--- src/rtl/csel_half_gen.sv ---
module csel_half_gen #(
  parameter int unsigned WIDTH = 8
) (
  input  logic [WIDTH-1:0] a_i,
  input  logic [WIDTH-1:0] b_i,
  output logic [WIDTH-1:0] hsum_o,
  output logic [WIDTH-1:0] hcar_o
);
  assign hsum_o = a_i ^ b_i;
  assign hcar_o = a_i & b_i;
endmodule

--- src/rtl/csel_carry_gen.sv ---
module csel_carry_gen #(
  parameter int unsigned WIDTH   = 8,
  parameter bit          CIN_ONE = 1'b0
) (
  input  logic [WIDTH-1:0] hsum_i,
  input  logic [WIDTH-1:0] hcar_i,
  output logic [WIDTH-1:0] carry_o
);
  logic [WIDTH-1:0] acc;

  always_comb begin
    acc = '0;
    // fixed assumed carry-in folds into bit 0
    if (CIN_ONE) acc[0] = hcar_i[0] | hsum_i[0];
    else         acc[0] = hcar_i[0];
    for (int i = 1; i < int'(WIDTH); i++) begin
      acc[i] = (acc[i-1] & hsum_i[i]) | hcar_i[i];
    end
  end

  assign carry_o = acc;
endmodule

--- src/rtl/csel_carry_sel.sv ---
module csel_carry_sel #(
  parameter int unsigned WIDTH = 8
) (
  input  logic [WIDTH-1:0] carry0_i,
  input  logic [WIDTH-1:0] carry1_i,
  input  logic             cin_i,
  output logic [WIDTH-1:0] carry_o
);
  // carry0 implies carry1, so an AND-OR replaces the mux
  for (genvar i = 0; i < WIDTH; i++) begin : g_sel
    assign carry_o[i] = carry0_i[i] | (cin_i & carry1_i[i]);
  end
endmodule

--- src/rtl/csel_final_sum.sv ---
module csel_final_sum #(
  parameter int unsigned WIDTH = 8
) (
  input  logic [WIDTH-1:0] hsum_i,
  input  logic [WIDTH-1:0] carry_i,
  input  logic             cin_i,
  output logic [WIDTH-1:0] sum_o
);
  assign sum_o[0]         = hsum_i[0] ^ cin_i;
  assign sum_o[WIDTH-1:1] = hsum_i[WIDTH-1:1] ^ carry_i[WIDTH-2:0];
endmodule

--- src/rtl/csel_adder.sv ---
module csel_adder #(
  parameter int unsigned WIDTH = 8
) (
  input  logic [WIDTH-1:0] a_i,
  input  logic [WIDTH-1:0] b_i,
  input  logic             cin_i,
  output logic [WIDTH-1:0] sum_o,
  output logic             cout_o
);
  logic [WIDTH-1:0] hsum_w;
  logic [WIDTH-1:0] hcar_w;
  logic [WIDTH-1:0] carry0_w;
  logic [WIDTH-1:0] carry1_w;
  logic [WIDTH-1:0] carry_sel_w;

  csel_half_gen #(.WIDTH(WIDTH)) half_i (
    .a_i    (a_i),
    .b_i    (b_i),
    .hsum_o (hsum_w),
    .hcar_o (hcar_w)
  );

  csel_carry_gen #(.WIDTH(WIDTH), .CIN_ONE(1'b0)) cg0_i (
    .hsum_i  (hsum_w),
    .hcar_i  (hcar_w),
    .carry_o (carry0_w)
  );

  csel_carry_gen #(.WIDTH(WIDTH), .CIN_ONE(1'b1)) cg1_i (
    .hsum_i  (hsum_w),
    .hcar_i  (hcar_w),
    .carry_o (carry1_w)
  );

  csel_carry_sel #(.WIDTH(WIDTH)) sel_i (
    .carry0_i (carry0_w),
    .carry1_i (carry1_w),
    .cin_i    (cin_i),
    .carry_o  (carry_sel_w)
  );

  csel_final_sum #(.WIDTH(WIDTH)) fsum_i (
    .hsum_i  (hsum_w),
    .carry_i (carry_sel_w),
    .cin_i   (cin_i),
    .sum_o   (sum_o)
  );

  assign cout_o = carry_sel_w[WIDTH-1];
endmodule

--- config.mk ---
export PLATFORM = sky130hd
export DESIGN_NAME = csel_adder
export DESIGN_NICKNAME = d
export VERILOG_FILES = /design/src/rtl/csel_half_gen.sv /design/src/rtl/csel_carry_gen.sv /design/src/rtl/csel_carry_sel.sv /design/src/rtl/csel_final_sum.sv /design/src/rtl/csel_adder.sv
export SDC_FILE = /design/constraint.sdc
export NUM_CORES = 1
export LEC_CHECK = 0
export ABC_AREA = 0
export BUFFER_PORTS_ARGS = -buffer_cell sky130_fd_sc_hd__buf_2
export CORE_AREA = 2 2 39 41
export DETAILED_ROUTE_END_ITERATION = 10
export DIE_AREA = 0 0 41 43
export GPL_ROUTABILITY_DRIVEN = 0
export MAX_ROUTING_LAYER = met4
export PLACE_DENSITY_LB_ADDON = 0.1
export SLEW_MARGIN = 20
export SYNTH_ARGS = -nofsm -noshare
export SYNTH_HDL_FRONTEND = slang
export SYNTH_HIERARCHICAL = 1
export SYNTH_SLANG_ARGS = --single-unit
export TNS_END_PERCENT = 20
--- constraint.sdc ---
create_clock -name vclk -period 1.8
set_input_delay 0.09 -clock vclk [all_inputs]
set_output_delay 0.09 -clock vclk [all_outputs]
set_load 0.005 [all_outputs]
==> results.yml <==
outcome:
  status: "completed"
yosys:
  syn_nets: 88
  syn-cell-area_um2: 490
  syn-instance-count: 63
  synth_area_per_cell_um2: 7.79
  ys_types: 24
  yosys_warnings: 6
  ys_seq_area_share_pct: 0
global_routing:
  use_met2_pct: 18.4
  grt_use_total_pct: 11.4
  grt_remaining_overflow: 0
  met3_usage_pct: 0
  antenna_found_initial: 0
  grt_max_degree: 10
  grt_pass1_vias: 358
  busiest_layer: "met2"
  grt_first_pass_wirelength_mm: 1.48
  grt_use_met1_pct: 16.5
sta:
  rsz0062_at_grt: "no"
  period_share_pct: 95.5
  max_freq_ghz: 0.582
  maxSlewViolCount: 0
  worst_pin_slew_ns: 0.259
  fin_crit_ns: 1.72
  final-hold-violation-count: 0
  setup_tns_ns: 0
  setup_violations: 0
  slew_headroom_pct: 82.5
routing:
  num_vias: 525
  antenna_left: 0
  avgViaCountPerCell: 5.10
  drt_pass1_iterations: 3
  wl_per_cell_um: 10.0
  drtIter0Drc: 9
  drc_errors: 0
  wirelength_mm: 1.03
worst_setup_path:
  critPathBufInv: 2
  cp_slowest_stage_delay_ns: 0.36
  crit_type: "primary input to output port"
  worstPathMaxFanout: 5
  cp_slowest_cell: "ha_1"
  critPathLaunchType: "primary input"
  crit_chain: "buf_2 -> ha_1 -> a21o_1 -> o2111ai_2 -> a31oi_1 -> a21o_1 -> xor2_1 -> buf_2"
  critical_path.top_delay_family: "compound AO/OA/AOI/OAI gates"
  cp-end-kind: "output port"
  cp.arrival_ns: 1.63
  worst-endpoint-required_ns: 1.71
pwr:
  total_power_mw: 0.240
  ir_worst_vdd_uv: 128
  p_per_area_nw_per_um2: 386
  p_leak_nw: 0.376
placement:
  post-place-cells: 103
  dp_hpwl_um: 859
  portBuffers: 26
cells_and_area:
  multiInputGateArea_um2: 468
  antenna_cells: 0
  layoutNonFillerInstCount: 103
  drive_gt1_share_pct: 36.8
  syn_to_final_growth_pct: 26.8
  nFlopsAndLatches: 0
  nClkBuffers: 0
  register_area_um2: 0
  mostFrequentLayoutCell: "buf_2"
  final_nets: 114
  final_cell_mix: "buf_2 (26), a21o_1 (14), xor2_1 (8), ha_1 (8), nor2_1 (6)"
  fill_cells: 162
cts:
  cts_hold_buf: 0
  cts_resized: 0
  cts_setup_buffers: 0
die:
  start_util_pct: 35.4
  io_pins: 26
  coreArea_um2: 1380
  die_w_um: 41
  rows: 14
  dieArea_um2: 1760
  die_y_um: 43
min_path:
  hp-class: "primary input to output port"
  holdPathEnd: "sum_o[0]"
  hold_depth: 3
  worst_hold_startpoint: "cin_i"
job:
  maxCapViolations: 0
## worst max path at each step
stage                       from        to  slack [ns]  cells after the start
after floorplan           a_i[0]  sum_o[7]        0.39                      6
final                     a_i[2]  sum_o[7]        0.08                      8
after global routing      a_i[2]  sum_o[7]        0.01                      8
after CTS                 a_i[0]  sum_o[7]        0.08                      8
after global placement    a_i[0]  sum_o[7]        0.09                      8
after detailed placement  a_i[0]  sum_o[7]        0.08                      8
## power breakdown
group / switching [mW] / internal, mW
clock network: 0 / 0
logic: 0.115 / 0.125
registers: 0 / 0
total: 0.115 / 0.125
## cell usage after synthesis, types with 2 or more instances
library cell  instances  share of area [%]
xor2_1                8                 14
ha_1                  8                 20
nor3_1                2                2.0
a21oi_1               2                2.0
nor2_1                6                4.6
a21o_1               14                 21
o21bai_1              2                3.1
or2_2                 2                2.6
o21ai_0               3                3.1
nand2_1               2                1.5
## through the flow
| step | setup slack (ns) | area (µm²) | util, % | hold WS (ns) |
|---|---|---|---|---|
| after floorplan | 0.392 | 490 | - | 0.235 |
| after global placement | 0.0898 | 622 | 44.9 | 0.595 |
| after detailed placement | 0.0797 | 622 | 44.9 | 0.584 |
| after CTS | 0.0777 | 622 | 44.9 | 0.586 |
| after global routing | 0.0112 | 622 | 44.9 | 0.608 |
| final | 0.0815 | 622 | 44.9 | 0.578 |
## cells by family (layout without fill, tap and decap cells)
family,count (synthesis),in the layout,share of synthesized area (%)
AOI/OAI and AO/OA,30,30,47.2
and+or+nand+nor,14,14,13.5
adders and majority gates,8,8,20.4
xor gates and xnor gates,8,8,14.3
buffers and inverters,3,27,4.59
## metal layers
metal | part of all wire [%] | vias to the layer above
met2 | 44 | 13
met3 | 4.8 | 0
met5 | 0 | -
met1 | 51 | 224
met4 | 0 | 0
li1 | - | 288
## area by class of cell
type               count  share of cell area, %
well taps             16                   3.22
repair buffers        26                   20.9
inverters              1                  0.604
multi-input cells     60                   75.3
## tightest hold or removal path: cells and delay by family
| kind | cells | cell delay, ns |
|---|---|---|
| xor+xnor | 1 | 0.09 |
| buf+inv | 2 | 0.31 |
No activity file was read; power rests on OpenSTA's default activity.
